[config.mk]
export PLATFORM = sky130hd
export DESIGN_NAME = cwf_line_refill
export DESIGN_NICKNAME = d
export VERILOG_FILES = /design/src/rtl/cwf_pkg.sv /design/src/rtl/cwf_data_ram.sv /design/src/rtl/cwf_tag_store.sv /design/src/rtl/cwf_refill_ctrl.sv /design/src/rtl/cwf_line_refill.sv
export SDC_FILE = /design/constraint.sdc
export NUM_CORES = 2
export LEC_CHECK = 0
export ABC_CLOCK_PERIOD_IN_PS = 8100
export BUFFER_PORTS_ARGS = -buffer_cell sky130_fd_sc_hd__buf_2
export CORE_UTILIZATION = 65
export CTS_CLUSTER_DIAMETER = 80
export CTS_CLUSTER_SIZE = 24
export DETAILED_ROUTE_END_ITERATION = 7
export PLACE_DENSITY = 0.82
export SLEW_MARGIN = 15
export SYNTH_ARGS = -nofsm -noshare
export SYNTH_HDL_FRONTEND = slang
export SYNTH_MEMORY_MAX_BITS = 65536
export SYNTH_SLANG_ARGS = --single-unit
[constraint.sdc]
create_clock -name clk_i -period 8.1 [get_ports clk_i]
set_input_delay 0.405 -clock clk_i [delete_from_list [all_inputs] [get_ports clk_i]]
set_output_delay 0.405 -clock clk_i [all_outputs]
set_load 0.01 [all_outputs]
[src/rtl/cwf_pkg.sv]
package cwf_pkg;
  localparam int BUS_DW     = 64;
  localparam int BYTE_OFF_W = $clog2(BUS_DW / 8);
endpackage

[src/rtl/cwf_data_ram.sv]
module cwf_data_ram #(
  parameter int AW = 6,
  parameter int DW = 64
) (
  input  logic          clk_i,
  input  logic          we_i,
  input  logic [AW-1:0] waddr_i,
  input  logic [DW-1:0] wdata_i,
  input  logic [AW-1:0] raddr_i,
  output logic [DW-1:0] rdata_o
);
  localparam int DEPTH = 1 << AW;

  logic [DW-1:0] mem_q [DEPTH];

  always_ff @(posedge clk_i) begin
    if (we_i) mem_q[waddr_i] <= wdata_i;
  end

  assign rdata_o = mem_q[raddr_i];
endmodule

[src/rtl/cwf_tag_store.sv]
module cwf_tag_store #(
  parameter int SETS  = 4,
  parameter int WAYS  = 2,
  parameter int TAG_W = 8
) (
  input  logic                                  clk_i,
  input  logic                                  rst_ni,
  input  logic [$clog2(SETS)-1:0]               lk_set_i,
  input  logic [TAG_W-1:0]                      lk_tag_i,
  output logic                                  hit_o,
  output logic [((WAYS>1)?$clog2(WAYS):1)-1:0]  hit_way_o,
  input  logic                                  inv_i,
  input  logic [$clog2(SETS)-1:0]               inv_set_i,
  input  logic [((WAYS>1)?$clog2(WAYS):1)-1:0]  inv_way_i,
  input  logic                                  fill_i,
  input  logic [$clog2(SETS)-1:0]               fill_set_i,
  input  logic [((WAYS>1)?$clog2(WAYS):1)-1:0]  fill_way_i,
  input  logic [TAG_W-1:0]                      fill_tag_i
);
  localparam int WAY_W = (WAYS > 1) ? $clog2(WAYS) : 1;

  logic [WAYS-1:0]  vld_q [SETS];
  logic [TAG_W-1:0] tag_q [SETS][WAYS];
  logic [WAYS-1:0]  match;

  always_ff @(posedge clk_i or negedge rst_ni) begin
    if (!rst_ni) begin
      for (int s = 0; s < SETS; s++) vld_q[s] <= '0;
    end else begin
      if (inv_i)  vld_q[inv_set_i][inv_way_i]   <= 1'b0;
      if (fill_i) vld_q[fill_set_i][fill_way_i] <= 1'b1;
    end
  end

  always_ff @(posedge clk_i) begin
    if (fill_i) tag_q[fill_set_i][fill_way_i] <= fill_tag_i;
  end

  for (genvar w = 0; w < WAYS; w++) begin : g_way
    assign match[w] = vld_q[lk_set_i][w] && (tag_q[lk_set_i][w] == lk_tag_i);
  end

  always_comb begin
    hit_way_o = '0;
    for (int w = 0; w < WAYS; w++) begin
      if (match[w]) hit_way_o = WAY_W'(w);
    end
  end

  assign hit_o = |match;

  // a line is never resident in two ways
  a_r8_single_way_match: assert property (@(posedge clk_i) disable iff (!rst_ni)
    $onehot0(match));
endmodule

[src/rtl/cwf_refill_ctrl.sv]
module cwf_refill_ctrl #(
  parameter int ROWS   = 8,
  parameter int LINE_W = 10
) (
  input  logic                       clk_i,
  input  logic                       rst_ni,
  input  logic                       start_i,
  input  logic [LINE_W-1:0]          start_line_i,
  input  logic [$clog2(ROWS)-1:0]    start_row_i,
  output logic                       wb_cyc_o,
  output logic                       wb_stb_o,
  output logic [LINE_W+$clog2(ROWS)-1:0] wb_adr_o,
  input  logic                       wb_stall_i,
  input  logic                       wb_ack_i,
  output logic                       active_o,
  output logic [LINE_W-1:0]          line_o,
  output logic [ROWS-1:0]            row_valid_o,
  output logic                       beat_we_o,
  output logic [$clog2(ROWS)-1:0]    beat_row_o,
  output logic                       crit_o,
  output logic                       last_o
);
  localparam int ROW_W = $clog2(ROWS);
  localparam int CNT_W = ROW_W + 1;

  logic              active_q;
  logic [LINE_W-1:0] line_q;
  logic [ROW_W-1:0]  start_q;
  logic [CNT_W-1:0]  issue_q, ack_q;
  logic [ROWS-1:0]   valid_q;
  logic [ROW_W-1:0]  issue_row;
  logic              beat;

  assign issue_row  = start_q + issue_q[ROW_W-1:0];
  assign beat_row_o = start_q + ack_q[ROW_W-1:0];
  assign wb_cyc_o   = active_q;
  assign wb_stb_o   = active_q && (issue_q != CNT_W'(ROWS));
  assign wb_adr_o   = {line_q, issue_row};
  assign beat       = active_q && wb_ack_i;
  assign beat_we_o  = beat;
  assign crit_o     = beat && (ack_q == '0);
  assign last_o     = beat && (ack_q == CNT_W'(ROWS - 1));
  assign active_o   = active_q;
  assign line_o     = line_q;
  assign row_valid_o = valid_q;

  always_ff @(posedge clk_i or negedge rst_ni) begin
    if (!rst_ni) begin
      active_q <= 1'b0;
      line_q   <= '0;
      start_q  <= '0;
      issue_q  <= '0;
      ack_q    <= '0;
      valid_q  <= '0;
    end else if (start_i && !active_q) begin
      active_q <= 1'b1;
      line_q   <= start_line_i;
      start_q  <= start_row_i;
      issue_q  <= '0;
      ack_q    <= '0;
      valid_q  <= '0;
    end else begin
      if (wb_stb_o && !wb_stall_i) issue_q <= issue_q + 1'b1;
      if (beat) begin
        ack_q               <= ack_q + 1'b1;
        valid_q[beat_row_o] <= 1'b1;
      end
      if (last_o) active_q <= 1'b0;
    end
  end

  // a stalled request is held unchanged
  a_r3_stall_hold: assert property (@(posedge clk_i) disable iff (!rst_ni)
    (wb_stb_o && wb_stall_i) |=> (wb_stb_o && $stable(wb_adr_o)));

  // every ack answers a request already issued
  a_r2_ack_after_issue: assert property (@(posedge clk_i) disable iff (!rst_ni)
    (active_q && wb_ack_i) |-> (ack_q < issue_q));

  // row-valid bits only grow during one refill
  a_r5_valid_grows: assert property (@(posedge clk_i) disable iff (!rst_ni)
    (active_q && $past(active_q)) |-> ((valid_q & $past(valid_q)) == $past(valid_q)));
endmodule

[src/rtl/cwf_line_refill.sv]
module cwf_line_refill
  import cwf_pkg::*;
#(
  parameter int ADDR_W = 16,
  parameter int ROWS   = 8,
  parameter int SETS   = 4,
  parameter int WAYS   = 2
) (
  input  logic                                 clk_i,
  input  logic                                 rst_ni,
  input  logic                                 req_valid_i,
  output logic                                 req_ready_o,
  input  logic [ADDR_W-1:0]                    req_addr_i,
  input  logic [((WAYS>1)?$clog2(WAYS):1)-1:0] victim_way_i,
  output logic                                 resp_valid_o,
  output logic [ADDR_W-1:0]                    resp_addr_o,
  output logic [BUS_DW-1:0]                    resp_data_o,
  output logic                                 wb_cyc_o,
  output logic                                 wb_stb_o,
  output logic [ADDR_W-BYTE_OFF_W-1:0]         wb_adr_o,
  input  logic                                 wb_stall_i,
  input  logic                                 wb_ack_i,
  input  logic [BUS_DW-1:0]                    wb_dat_i
);
  localparam int WAY_W  = (WAYS > 1) ? $clog2(WAYS) : 1;
  localparam int ROW_W  = $clog2(ROWS);
  localparam int SET_W  = $clog2(SETS);
  localparam int TAG_W  = ADDR_W - BYTE_OFF_W - ROW_W - SET_W;
  localparam int LINE_W = TAG_W + SET_W;
  localparam int RAM_AW = WAY_W + SET_W + ROW_W;

  // holding stage
  logic              s0_valid_q;
  logic [ADDR_W-1:0] s0_addr_q;
  logic [ROW_W-1:0]  s0_row;
  logic [SET_W-1:0]  s0_set;
  logic [TAG_W-1:0]  s0_tag;
  logic [LINE_W-1:0] s0_line;

  assign s0_row  = s0_addr_q[BYTE_OFF_W +: ROW_W];
  assign s0_set  = s0_addr_q[BYTE_OFF_W + ROW_W +: SET_W];
  assign s0_tag  = s0_addr_q[ADDR_W-1 -: TAG_W];
  assign s0_line = s0_addr_q[ADDR_W-1 -: LINE_W];

  // refill side
  logic              rf_active, rf_we, rf_crit, rf_last;
  logic [LINE_W-1:0] rf_line;
  logic [ROWS-1:0]   rf_row_valid;
  logic [ROW_W-1:0]  rf_beat_row;
  logic [SET_W-1:0]  rf_set;
  logic [TAG_W-1:0]  rf_tag;
  logic [WAY_W-1:0]  rf_way_q;
  logic              miss_pend_q;
  logic [ADDR_W-1:0] miss_addr_q;

  assign rf_set = rf_line[SET_W-1:0];
  assign rf_tag = rf_line[LINE_W-1 -: TAG_W];

  // lookup
  logic              lk_hit;
  logic [WAY_W-1:0]  lk_way;
  logic              in_line, s0_done, s0_miss, accept;
  logic [WAY_W-1:0]  rd_way;
  logic [BUS_DW-1:0] ram_rdata;

  assign in_line = rf_active && (rf_line == s0_line);
  assign s0_done = s0_valid_q && !rf_crit &&
                   (in_line ? rf_row_valid[s0_row] : lk_hit);
  assign s0_miss = s0_valid_q && !in_line && !lk_hit && !rf_active && !miss_pend_q;
  assign req_ready_o = !s0_valid_q || s0_done || s0_miss;
  assign accept      = req_valid_i && req_ready_o;
  assign rd_way      = in_line ? rf_way_q : lk_way;

  cwf_tag_store #(.SETS(SETS), .WAYS(WAYS), .TAG_W(TAG_W)) u_tags (
    .clk_i      (clk_i),
    .rst_ni     (rst_ni),
    .lk_set_i   (s0_set),
    .lk_tag_i   (s0_tag),
    .hit_o      (lk_hit),
    .hit_way_o  (lk_way),
    .inv_i      (s0_miss),
    .inv_set_i  (s0_set),
    .inv_way_i  (victim_way_i),
    .fill_i     (rf_last),
    .fill_set_i (rf_set),
    .fill_way_i (rf_way_q),
    .fill_tag_i (rf_tag)
  );

  cwf_refill_ctrl #(.ROWS(ROWS), .LINE_W(LINE_W)) u_refill (
    .clk_i        (clk_i),
    .rst_ni       (rst_ni),
    .start_i      (s0_miss),
    .start_line_i (s0_line),
    .start_row_i  (s0_row),
    .wb_cyc_o     (wb_cyc_o),
    .wb_stb_o     (wb_stb_o),
    .wb_adr_o     (wb_adr_o),
    .wb_stall_i   (wb_stall_i),
    .wb_ack_i     (wb_ack_i),
    .active_o     (rf_active),
    .line_o       (rf_line),
    .row_valid_o  (rf_row_valid),
    .beat_we_o    (rf_we),
    .beat_row_o   (rf_beat_row),
    .crit_o       (rf_crit),
    .last_o       (rf_last)
  );

  cwf_data_ram #(.AW(RAM_AW), .DW(BUS_DW)) u_ram (
    .clk_i   (clk_i),
    .we_i    (rf_we),
    .waddr_i ({rf_way_q, rf_set, rf_beat_row}),
    .wdata_i (wb_dat_i),
    .raddr_i ({rd_way, s0_set, s0_row}),
    .rdata_o (ram_rdata)
  );

  always_ff @(posedge clk_i or negedge rst_ni) begin
    if (!rst_ni) begin
      s0_valid_q <= 1'b0;
      s0_addr_q  <= '0;
    end else if (accept) begin
      s0_valid_q <= 1'b1;
      s0_addr_q  <= req_addr_i;
    end else if (s0_done || s0_miss) begin
      s0_valid_q <= 1'b0;
    end
  end

  always_ff @(posedge clk_i or negedge rst_ni) begin
    if (!rst_ni) begin
      rf_way_q    <= '0;
      miss_pend_q <= 1'b0;
      miss_addr_q <= '0;
    end else if (s0_miss) begin
      rf_way_q    <= victim_way_i;
      miss_pend_q <= 1'b1;
      miss_addr_q <= s0_addr_q;
    end else if (rf_crit) begin
      miss_pend_q <= 1'b0;
    end
  end

  // critical beat wins the result port; a waiting load retries next cycle
  always_ff @(posedge clk_i or negedge rst_ni) begin
    if (!rst_ni) begin
      resp_valid_o <= 1'b0;
      resp_addr_o  <= '0;
      resp_data_o  <= '0;
    end else if (rf_crit) begin
      resp_valid_o <= 1'b1;
      resp_addr_o  <= miss_addr_q;
      resp_data_o  <= wb_dat_i;
    end else if (s0_done) begin
      resp_valid_o <= 1'b1;
      resp_addr_o  <= s0_addr_q;
      resp_data_o  <= ram_rdata;
    end else begin
      resp_valid_o <= 1'b0;
    end
  end

  // first request of a refill targets the missed row
  a_r2_first_req_missed_row: assert property (@(posedge clk_i) disable iff (!rst_ni)
    s0_miss |=> (wb_stb_o && (wb_adr_o[ROW_W-1:0] == $past(s0_row))));

  // missed load completes the cycle after its beat
  a_r4_forward_next_cycle: assert property (@(posedge clk_i) disable iff (!rst_ni)
    rf_crit |=> (resp_valid_o && (resp_addr_o == $past(miss_addr_q))));

  // the way being refilled never reports a hit
  a_r8_refill_way_hidden: assert property (@(posedge clk_i) disable iff (!rst_ni)
    (rf_active && lk_hit && (s0_set == rf_set)) |-> (lk_way != rf_way_q));
endmodule

==> metrics <==
outcome=complete, no violations; # fillers=13600; RSZ-0062 raised after global routing=false; worst hold path class=in -> reg; Top delay family on crit path=buffers and inverters; buffers plus inverters on the worst setup path=3; Synth cell types=47; count leader, synth=edfxtp_1; via count=83500; GRT Total Usage=36.9%; die area=256000 um^2; # Max-Cap Violations=0; Post-synth ARST share=3.57%; Final #Nets=7277; M1 GR Usage=47.9%; largest net degree at the start of global routing=158; Max Slew Vio Count=0; leak pwr=55.5 nW; drt first pass iters=7; Post-Layout Cell Count=10700; Commonest cells post-synth=edfxtp_1 (4160), mux4_2 (1164), mux2i_1 (347), clkbuf_1 (157), dfrtp_1 (154); Syn Area/Cell=23.6 um^2; crit path max fanout=146; dominant synthesized flop cell=edfxtp_1; hold_ws=59.4 ps; Design Power=57.5 mW; Core ar.=252000 um^2; Initial Utilization=65.6%; GR Util met3=10.8%; Synth area leaders=edfxtp_1 (76%), mux4_2 (16%), dfrtp_1 (2.3%), mux2i_1 (2.1%), mux2_1 (0.69%); CP endpoint kind=output port; max incr delay on CP=750 ps; number of global-route vias before repair=83300; Most Used Layer, Global Route=met2; area share of the largest cell type after synthesis=75.5%; initial DRC count=14800; min Tclk post-route=5250 ps; global route total overflow=0; Final Hold Viols=0; worst path required time=7700 ps; Area Growth Syn to Fin=7.25%; clock tree buffer depth=3; first-pass GRT wire length=644 mm; worst IR drop on VDD=0.322 mV; Die X=506 um; CTS Root Cell=clkbuf_16; Post-synth EDFFs=4160; worst path cell trace=buf_4 > xnor2_1 > nand4_1 > nor4_2 > nor2_1 > a221oi_4 > buf_12 > nand3_1 > buf_2; Slew headroom=13.7%; Synth Cell Area=165000 um^2; initial antenna violation count=47; Post-DRT Antenna Nets=0; clock transition at the registers of the reported paths=90 ps; fraction of layout cells with a size suffix above 1=25.0%; Yosys reg bits=4314; Achievable Freq=190 MHz; slowest CP cell=buf_4; die height=506 um; DRC Markers=0; final setup violating endpoints=0; Num Clock Sinks=4314; post-route setup TNS=0 ps; drt wl/cell=43.6 um; vias per cell=7.79; post-CTS setup repair buffer count=0; Yosys warning count=0; startpoint type of the worst setup path=register; GPL Wtd Cong=0.818; post-synthesis cell type with the largest combined area=edfxtp_1; IO Count=183; input/output buffers=182; worst-skew pair later-pin latency=930 ps; Slew @ Worst Pin=1290 ps; HPWL after DPL=232 mm; Placed Cells=10300; CTS tree=done; H-tree depth=4; final setup skew=67.7 ps; Power Density=324 nW/um^2; Syn Inst Count=6995; sequential-to-total area share from yosys stat=77.9%; met2 GRT Util=56.9%; final instance area=177000 um^2; kind of critical path=reg -> out; WP data arrival=4850 ps; Rows=184; Area after DPL=171000 um^2; CTS Buf Count=202; ratio of final minimum period to clock period=64.8%; syn nets=7089; Post-Route WL=467 mm
==> metal layers <==
metal / vias up / share of wire (%)
met1: 43000 / 31
met2: 8713 / 47
met5: - / 0.054
met3: 1758 / 15
li1: 30000 / -
met4: 40 / 6.5
==> registers in the layout (all words and copies together) (netlist names) <==
| signal | count |
|---|---|
| u_ram.mem_q | 4096 |
| resp_data_o | 64 |
| u_tags.tag_q | 64 |
| miss_addr_q | 16 |
| resp_addr_o | 16 |
| s0_addr_q | 16 |
| u_refill.line_o | 10 |
| u_refill.row_valid_o | 8 |
| u_tags.vld_q | 8 |
| u_refill.ack_q | 4 |
| u_refill.issue_q | 4 |
| u_refill.start_q | 3 |
| miss_pend_q | 1 |
| resp_valid_o | 1 |
| rf_way_q | 1 |
| s0_valid_q | 1 |
| u_refill.active_o | 1 |
==> final timing paths <==
check	slack, ps	depth (start not counted)	to	startpoint
max	2850	9	req_ready_o	s0_addr_q[7]$_DFFE_PN0P_
min	60	1	u_ram.mem_q[28][37]$_DFFE_PP_	wb_dat_i[37]
max reg2reg	3260	9	resp_data_o[32]$_DFFE_PN0P_	s0_addr_q[6]$_DFFE_PN0P_
min reg2reg	490	1	u_tags.vld_q[2]$_DFF_PN0_	u_tags.vld_q[2]$_DFF_PN0_
max in group asynchronous	6480	3	s0_addr_q[4]$_DFFE_PN0P_	rst_ni
min in group asynchronous	100	2	u_refill.issue_q[2]$_DFFE_PN0P_	rst_ni
==> placed cells by master (no fill, tap or decap), types with 7 or more instances in the layout <==
cell type / Yosys / routed
inv_1: 16 / 16
nor2_1: 91 / 26
o21ai_1: 27 / 27
a31oi_1: 11 / 11
buf_4: 22 / 138
clkbuf_1: 157 / 144
mux4_2: 1164 / 1164
nand2_1: 153 / 153
nor2_4: 0 / 65
xor2_1: 15 / 15
nand3b_1: 7 / 7
a21oi_1: 9 / 9
dfrtp_1: 154 / 149
mux2i_1: 347 / 347
inv_6: 0 / 9
mux2_4: 10 / 10
a22oi_1: 128 / 128
a21o_1: 10 / 10
buf_12: 0 / 39
and2_1: 12 / 11
diode_2: 0 / 23
buf_2: 145 / 178
nand3_1: 67 / 66
clkbuf_16: 0 / 204
mux2_1: 101 / 101
dlygate4sd3_1: 0 / 22
o211ai_1: 54 / 54
xnor2_1: 26 / 26
edfxtp_1: 4160 / 4160
==> report_power, final <==
part / internal, mW / total (mW) / switching, mW
Sequential: 26.0 / 27.1 / 1.13
Combinational: 8.08 / 18.6 / 10.5
Clock: 4.88 / 11.7 / 6.86
Total: 39.0 / 57.5 / 18.5
==> per-stage QoR <==
step | setup slack, ps | util [%]
after floorplan | 3350 | -
after global placement | 3710 | 67.8
after detailed placement | 3500 | 67.9
after CTS | 2870 | 70.3
after global routing | 2680 | 70.4
final | 2850 | 70.4
==> what timing repair did <==
item                                   4_1_cts  5_1_grt
endpoints found under the hold margin       94        3
gates resized for setup                      0        0
hold buffers                                21        1
==> layout make-up <==
cell class	instances	area, um^2	area share [%]
diodes	23	57.6	0.0324
clock buffers	348	5650	3.18
clock inverters	26	362	0.204
inverters	16	60.1	0.0339
multi-input cells	2271	35300	19.9
flip-flops and latches	4314	129000	72.6
well taps	3348	4190	2.36
repair buffers	378	2940	1.66
==> worst register-to-register path, delay by kind of cell, from the launching register on <==
family | cells | cell delay, ps
muxes | 3 | 1810
and+or+nand+nor | 3 | 860
DFF | 1 | 840
buffers and inverters | 1 | 800
AOI/OAI and AO/OA | 1 | 270
xor gates and xnor gates | 1 | 170
==> logic make-up after synthesis <==
| group | count (synthesis) | share of synthesized area (%) |
|---|---|---|
| simple gates | 352 | 0.926 |
| xor+xnor | 41 | 0.217 |
| mux | 1625 | 18.8 |
| fa+ha+maj | 8 | 0.0696 |
| buf+inv | 410 | 1.11 |
| flops | 4314 | 77.9 |
| compound gates | 245 | 1.06 |
(Power assumes the default switching activity.)
